--- config.mk ---
export PLATFORM = sky130hd
export DESIGN_NAME = echo_pc_seq
export DESIGN_NICKNAME = d
export VERILOG_FILES = /design/src/rtl/echo_pc_seq_pkg.sv /design/src/rtl/echo_pc_seq_cnt.sv /design/src/rtl/echo_pc_seq_addr.sv /design/src/rtl/echo_pc_seq.sv
export SDC_FILE = /design/constraint.sdc
export NUM_CORES = 1
export LEC_CHECK = 0
export BUFFER_PORTS_ARGS = -buffer_cell sky130_fd_sc_hd__buf_2
export CORE_UTILIZATION = 58
export DETAILED_ROUTE_END_ITERATION = 8
export PLACE_DENSITY = 0.81
export SLEW_MARGIN = 20
export SYNTH_ARGS = -nofsm -noshare
export SYNTH_HDL_FRONTEND = slang
export SYNTH_SLANG_ARGS = --single-unit
--- constraint.sdc ---
create_clock -name clk -period 5.8 [get_ports clk]
set_input_delay 1.16 -clock clk [delete_from_list [all_inputs] [get_ports clk]]
set_output_delay 1.16 -clock clk [all_outputs]
set_load 0.02 [all_outputs]
--- src/rtl/echo_pc_seq_pkg.sv ---
package echo_pc_seq_pkg;
    localparam int unsigned INSN_BYTES = 4;
endpackage

--- src/rtl/echo_pc_seq_cnt.sv ---
module echo_pc_seq_cnt #(
    parameter int unsigned CNT_W = 8
) (
    input  logic             clk,
    input  logic             rst_n,
    input  logic             clr_i,
    input  logic             load_i,
    input  logic [CNT_W-1:0] load_val_i,
    input  logic             dec_i,
    output logic [CNT_W-1:0] cnt_o,
    output logic             last_o
);
    logic [CNT_W-1:0] cnt_d, cnt_q, dec_val;

    // single decrementer; NOR of its result flags the final replayed instruction
    always_comb begin
        dec_val = cnt_q - 1'b1;
        last_o  = ~|dec_val;
        cnt_d   = cnt_q;
        if (clr_i)
            cnt_d = '0;
        else if (load_i)
            cnt_d = load_val_i;
        else if (dec_i && (cnt_q != '0))
            cnt_d = dec_val;
    end

    always_ff @(posedge clk) begin
        if (!rst_n) cnt_q <= '0;
        else        cnt_q <= cnt_d;
    end

    assign cnt_o = cnt_q;

    // each replayed advance removes exactly one from the count
    a_r5_dec_step: assert property (@(posedge clk) disable iff (!rst_n)
        (dec_i && !load_i && !clr_i && cnt_q != '0) |=> cnt_q == $past(cnt_q) - 1'b1);

    // a clear empties the count
    a_r8_clear: assert property (@(posedge clk) disable iff (!rst_n)
        clr_i |=> cnt_q == '0);
endmodule

--- src/rtl/echo_pc_seq_addr.sv ---
module echo_pc_seq_addr
    import echo_pc_seq_pkg::*;
#(
    parameter int unsigned PC_W  = 32,
    parameter int unsigned OFS_W = 16
) (
    input  logic [PC_W-1:0]  pc_i,
    input  logic [PC_W-1:0]  ret_i,
    input  logic [OFS_W-1:0] ofs_i,
    output logic [PC_W-1:0]  seq_o,
    output logic [PC_W-1:0]  back_o,
    output logic [PC_W-1:0]  resume_o
);
    localparam logic [PC_W-1:0] STEP = PC_W'(INSN_BYTES);

    always_comb begin
        seq_o    = pc_i + STEP;
        back_o   = pc_i - PC_W'(ofs_i);
        resume_o = ret_i + STEP;
    end
endmodule

--- src/rtl/echo_pc_seq.sv ---
module echo_pc_seq
    import echo_pc_seq_pkg::*;
#(
    parameter int unsigned    PC_W     = 32,
    parameter int unsigned    OFS_W    = 16,
    parameter int unsigned    CNT_W    = 8,
    parameter logic [PC_W-1:0] RESET_PC = 32'h0000_0100
) (
    input  logic             clk,
    input  logic             rst_n,
    input  logic             adv_i,
    input  logic             echo_i,
    input  logic [OFS_W-1:0] echo_ofs_i,
    input  logic [CNT_W-1:0] echo_cnt_i,
    input  logic             redir_i,
    input  logic [PC_W-1:0]  redir_pc_i,
    output logic [PC_W-1:0]  pc_o,
    output logic             echo_mode_o
);
    typedef struct packed {
        logic [PC_W-1:0] pc;
        logic [PC_W-1:0] ret;
        logic            mode;
    } seq_state_t;

    seq_state_t st_d, st_q;

    logic [PC_W-1:0]  seq_pc, back_pc, resume_pc;
    logic [CNT_W-1:0] cnt;
    logic             cnt_last;
    logic             take_redir, start_echo, replay_step, replay_end;

    echo_pc_seq_addr #(.PC_W(PC_W), .OFS_W(OFS_W)) u_addr (
        .pc_i     (st_q.pc),
        .ret_i    (st_q.ret),
        .ofs_i    (echo_ofs_i),
        .seq_o    (seq_pc),
        .back_o   (back_pc),
        .resume_o (resume_pc)
    );

    always_comb begin
        take_redir  = adv_i && redir_i;
        start_echo  = adv_i && !redir_i && echo_i && !st_q.mode && (echo_cnt_i != '0);
        replay_step = adv_i && !redir_i && st_q.mode;
        replay_end  = replay_step && cnt_last;
    end

    echo_pc_seq_cnt #(.CNT_W(CNT_W)) u_cnt (
        .clk        (clk),
        .rst_n      (rst_n),
        .clr_i      (take_redir),
        .load_i     (start_echo),
        .load_val_i (echo_cnt_i),
        .dec_i      (replay_step),
        .cnt_o      (cnt),
        .last_o     (cnt_last)
    );

    always_comb begin
        st_d = st_q;
        if (take_redir) begin
            st_d.pc   = redir_pc_i;
            st_d.mode = 1'b0;
        end else if (start_echo) begin
            st_d.ret  = st_q.pc;
            st_d.pc   = back_pc;
            st_d.mode = 1'b1;
        end else if (replay_end) begin
            st_d.pc   = resume_pc;
            st_d.mode = 1'b0;
        end else if (adv_i) begin
            st_d.pc   = seq_pc;
        end
    end

    always_ff @(posedge clk) begin
        if (!rst_n) begin
            st_q.pc   <= RESET_PC;
            st_q.ret  <= '0;
            st_q.mode <= 1'b0;
        end else begin
            st_q <= st_d;
        end
    end

    assign pc_o        = st_q.pc;
    assign echo_mode_o = st_q.mode;

    a_r2_hold: assert property (@(posedge clk) disable iff (!rst_n)
        !adv_i |=> ($stable(pc_o) && $stable(echo_mode_o)));

    a_r4_jump_back: assert property (@(posedge clk) disable iff (!rst_n)
        (adv_i && !redir_i && echo_i && !echo_mode_o && echo_cnt_i != '0)
        |=> (echo_mode_o && pc_o == $past(pc_o) - PC_W'($past(echo_ofs_i))));

    a_r5_mode_count: assert property (@(posedge clk) disable iff (!rst_n)
        echo_mode_o |-> cnt != '0);

    a_r6_zero_len: assert property (@(posedge clk) disable iff (!rst_n)
        (adv_i && !redir_i && echo_i && !echo_mode_o && echo_cnt_i == '0)
        |=> (!echo_mode_o && pc_o == $past(pc_o) + PC_W'(INSN_BYTES)));

    a_r7_nested_keeps_ret: assert property (@(posedge clk) disable iff (!rst_n)
        (echo_mode_o && echo_i && adv_i) |=> $stable(st_q.ret));

    a_r8_redirect: assert property (@(posedge clk) disable iff (!rst_n)
        (adv_i && redir_i) |=> (!echo_mode_o && pc_o == $past(redir_pc_i)));
endmodule

Word level (Yosys, flattened, before mapping):

Cells that the tools add are included.

* logic and storage cells: 37
* register bits: 73
* input port bits: 61
* output and inout bits: 33

* add/subtract/negate cells: 4
* bitwise gates (word level): 2
* reduce and logical (&&, ||, !) cells: 19
* muxes and demuxes: 8

Operators with widths (number)
* two-way mux 32 bit: 4
* adder 32 x 3 -> 32 bit, second input constant: 2
* subtractor 32 x 16 -> 32 bit: 1
* two-way mux 8 bit: 2
* nonzero test 8 bit: 2
* logical AND 1 bit: 8
* OR reduction 8 bit: 1
* subtractor 8 x 1 -> 8 bit, second input constant: 1
* nonzero test 2 bit: 2
* nonzero test 4 bit: 1
* zero test 1 bit: 3
* two-way mux 1 bit: 2
* NOT 1 bit: 2
* AND reduction 2 bit: 1
* OR reduction 2 bit: 1

Logic depth before layout (Yosys ltp):

* word-level depth: 7
* mapped depth: 23
* mapped depth without buffers: 17

By module:

Synthesis repeated with hierarchy kept, for this count alone.

* cells, all modules: 891
* area total of the unflattened synthesis: 6737.7 sq um

Modules (own cells, without submodules)
* echo_pc_seq: area an instance 3646.0 sq um, cells each 440, sequential area each 1301.2 sq um, times used 1
* echo_pc_seq_addr: area an instance 2501.1 sq um, cells each 380, sequential area each 0.0 sq um, times used 1
* echo_pc_seq_cnt: area an instance 590.6 sq um, cells each 71, sequential area each 160.2 sq um, times used 1

Worst setup path before layout:

No wires, ideal clock.

* kind: input-to-reg
* start point: input redir_i
* end point: register st_q, in the netlist pc_o[26]
* stages on the path: 21
* required time: 5680 ps
* path buffers: 6
* arrival time: 4842 ps
* setup slack: 839 ps
* library setup time: 120 ps
* path through: nand3b_1 > nor4_1 > o2111ai_1 > a31oi_4 > buf_6 > buf_6 > buf_4 > buf_2 > mux2_2 > ha_1 > and4_1 > buf_2 > nand3_1 > or2_1 > clkbuf_1 > or3_1 > mux2i_1 > nand2_1 > xnor2_1 > a2111oi_2 > a211o_1

* longest elaborated chain between the ends: 7
* elaborated cells on any way between the ends: 12
* classes of those cells: mux: 3; reduce/logical: 9

RTL lines
* from (decl): line echo_pc_seq.sv:15 `input logic redir_i,`
* zero test 1 bit: line echo_pc_seq.sv:44, echo_pc_seq.sv:45
* logical AND 1 bit: line echo_pc_seq.sv:44, echo_pc_seq.sv:45
* logical AND 1 bit (on tied branches): line echo_pc_seq.sv:45, echo_pc_seq.sv:44
* logical AND 1 bit (on tied branches): line echo_pc_seq.sv:46, echo_pc_seq.sv:44
* two-way mux 32 bit or logical AND 1 bit (tied branches): line echo_pc_seq.sv:69, echo_pc_seq.sv:44
* two-way mux 32 bit: line echo_pc_seq.sv:65 `end else if (start_echo) begin`
* two-way mux 32 bit: line echo_pc_seq.sv:62 `if (take_redir) begin`
* to (signal assigned): line echo_pc_seq.sv:83 `st_q <= st_d;`
* to (decl): line echo_pc_seq.sv:26 `seq_state_t st_d, st_q;`

Parallel ways exist; a longest one is shown, timed or not.
A chain may end at the register's enable or synchronous reset.

Worst setup path after layout:

Ends and elaborated chain as after synthesis.

==> impl_metrics.toml <==
[outcome]
status = "completed"

[cells_and_area]
final_nets = 940
drive_gt1_share_pct = 15.76
final_cell_mix = "129 x nand2_1, 93 x buf_2, 78 x a21oi_1"
fill_cells = 908
multi_input_area_um2 = 3975
final_common_cell = "nand2_1"
num_antenna_cells = 0
stdcell_area_um2 = 6519
seqCellArea_um2 = 1461
area_delta_synth_final_pct = 8.361

[floorplan]
pin_count = 94
core-area_um2 = 9910
die_h_um = 103.8
start_util_pct = 60.71
die_w_um = 103.8
dieArea_um2 = 10780
rows = 36

[critical_path]
start_kind = "input pin"
path_class = "input pin to flip-flop"
cp.arrival_ns = 5.11
crit_path_end_kind = "flip-flop"
worstPathMaxFanout = 22
cp.required_ns = 6.05

[synth]
synth-main-ff-cell = "dfxtp_1"
synth_area_um2 = 6016
postSynth.asyncResetShare_pct = 0
syn_nets = 908
ys_ff_latch = 73
ys_seq_area_share_pct = 24.29
yosysWarningCount = 0
synth_edf_count = 0
ys_types = 72
syn_avg_cell_area_um2 = 7.283
syn_inst = 826

[sta]
fmax_ghz = 0.2059
setup_ws_ns = 0.9431
fin_setup_tns_ns = 0
setup_viol = 0
rsz0062_at_grt = "no"
maxSlewViolCount = 0
fin_skew_ns = 0.01359
relSlewSlack_pct = 21.56
worst_pin_slew_ns = 1.172
hold_viol_final = 0
fin_crit_ns = 4.857
min_period_over_period_pct = 83.74

[detailed_routing]
wl_per_cell_um = 17.75
drc = 0
antenna_left = 0
drt-total-wl_um = 17680
first_iter_violations = 539
vias_per_cell = 6.293
dr.pass1.iters = 7
vias = 6268

[clock_network]
cts-resized-gates = 0
post-cts-setup-buffers = 0
cts_inserted_buffers = 9
clk_path_buf_depth = 2
clkLatencyLatePin_ns = 0.36
ctsHoldBuffers = 0
cts_tree = "done"
cts.sinks = 73
clk_pin_slew_ns = 0.08
cts_root_buf = "clkbuf_8"
ctsHtreeMaxLevel = 3

[pwr]
power_leakage_nw = 2.536
fin_total_pwr_mw = 1.423
p_per_area_nw_per_um2 = 218.3
vdd_ir_drop_max_v = 0.0001563

[global_routing]
grt_max_degree = 61
grt_remaining_overflow = 0
grt_use_met2_pct = 54.00
grtUsageMet1_pct = 41.70
grt_pass1_wl_um = 28430
antenna_found_initial = 0
gr-usage-all-layers_pct = 32.21
grt_use_met3_pct = 5.286
busiest_layer = "met2"
grt_pass1_vias = 5838

[placement]
dp_hpwl_um = 12130
dp_slack_ns = 0.7337
io_buffer_count = 93
place_area_um2 = 6256
place_congestion = 0.9143

[flow_run]
maxCapViolCount = 0

[hold_path]
holdCritPathClass = "flip-flop to flip-flop"
-- cells by family after synthesis --
family	after synthesis	synth area share, %
DFF	73	24.29
xor gates and xnor gates	64	9.318
and+or+nand+nor	318	25.27
AOI/OAI and AO/OA	219	23.69
buffers and inverters	112	9.692
muxes	19	3.244
adders and majority gates	21	4.493
-- cell usage after synthesis, drive strengths merged (3+ instances only) --
| master | count | area share (%) |
|---|---|---|
| a2111oi | 3 | 0.64 |
| a211oi | 13 | 1.6 |
| a21o | 6 | 0.75 |
| a21oi | 78 | 6.5 |
| a221oi | 7 | 1.0 |
| a22o | 4 | 0.58 |
| a22oi | 4 | 0.50 |
| a31oi | 7 | 0.98 |
| and2 | 7 | 0.73 |
| and3 | 11 | 1.1 |
| and4 | 5 | 0.73 |
| buf | 50 | 5.8 |
| clkbuf | 32 | 2.0 |
| dfxtp | 73 | 24 |
| ha | 20 | 4.2 |
| inv | 30 | 1.9 |
| mux2 | 4 | 0.75 |
| mux2i | 15 | 2.5 |
| nand2 | 130 | 8.1 |
| nand2b | 9 | 0.94 |
| nand3 | 24 | 2.0 |
| nand3b | 3 | 0.37 |
| nand4 | 17 | 1.9 |
| nand4b | 3 | 0.44 |
| nor2 | 58 | 3.7 |
| nor2b | 7 | 0.73 |
| nor3 | 20 | 1.8 |
| nor3b | 4 | 0.50 |
| nor4 | 9 | 0.94 |
| o2111ai | 3 | 0.44 |
| o211ai | 6 | 0.75 |
| o21a | 8 | 1.0 |
| o21ai | 44 | 3.7 |
| o221ai | 4 | 0.58 |
| o22ai | 5 | 0.52 |
| or3 | 7 | 0.73 |
| xnor2 | 34 | 5.0 |
| xor2 | 30 | 4.4 |
-- flip-flops by register name, summed over array words and instances (netlist names) --
name	cells
u_cnt.cnt_o	8
echo_mode_o	1
pc_o	32
st_q	32
-- worst max-delay path, stage by stage --
cell and delay, ns:
buf_2 0.10, nand3b_1 0.19, nor4_1 0.19, o2111ai_1 0.20, a31oi_4 0.22, buf_4 0.28
mux2_2 0.20, ha_1 0.25, and4_1 0.35, nand3_1 0.09, or2_1 0.30, or3_1 0.37
mux2i_1 0.33, nand2_1 0.14, xnor2_1 0.27, a2111oi_2 0.11, a211o_1 0.33
-- layout make-up --
class | instances | share of cell area, %
clock buffers | 12 | 2.534
clock inverters | 4 | 1.497
well taps | 133 | 2.553
multi-input cells | 641 | 60.98
repair buffers | 103 | 8.292
flip-flops and latches | 73 | 22.42
inverters | 30 | 1.727
-- per-layer routing --
metal	share of wire [%]	vias to the layer above
li1	-	2979
met1	42	2942
met2	47	304
met3	8.7	43
met4	2.2	0
met5	0	-
-- path summary, 6_finish.rpt --
path / start / slack [ns] / cells past startpoint / to
hold reg to reg: st_q[32] / 0.47 / 2 / st_q[32]
setup reg to reg: u_cnt.cnt_o[0] / 1.03 / 18 / pc_o[26]
hold / removal: st_q[32] / 0.47 / 2 / st_q[32]
setup / recovery: redir_i / 0.94 / 17 / pc_o[26]
-- per-stage QoR --
stage / instances / util (%) / hold slack, ns
2_1_floorplan: 826 / - / 0.4361
3_3_place_gp: 980 / 63.13 / 0.4471
3_5_place_dp: 980 / 63.13 / 0.4545
4_1_cts: 996 / 65.78 / 0.4706
5_1_grt: 996 / 65.78 / 0.4940
6_report: 996 / 65.78 / 0.4713
-- where the power goes --
group / switching [mW] / internal [mW]
Combinational: 0.194 / 0.129
Sequential: 0.0450 / 0.522
Clock: 0.211 / 0.321
Total: 0.450 / 0.973
No activity file was read; power rests on OpenSTA's default activity.
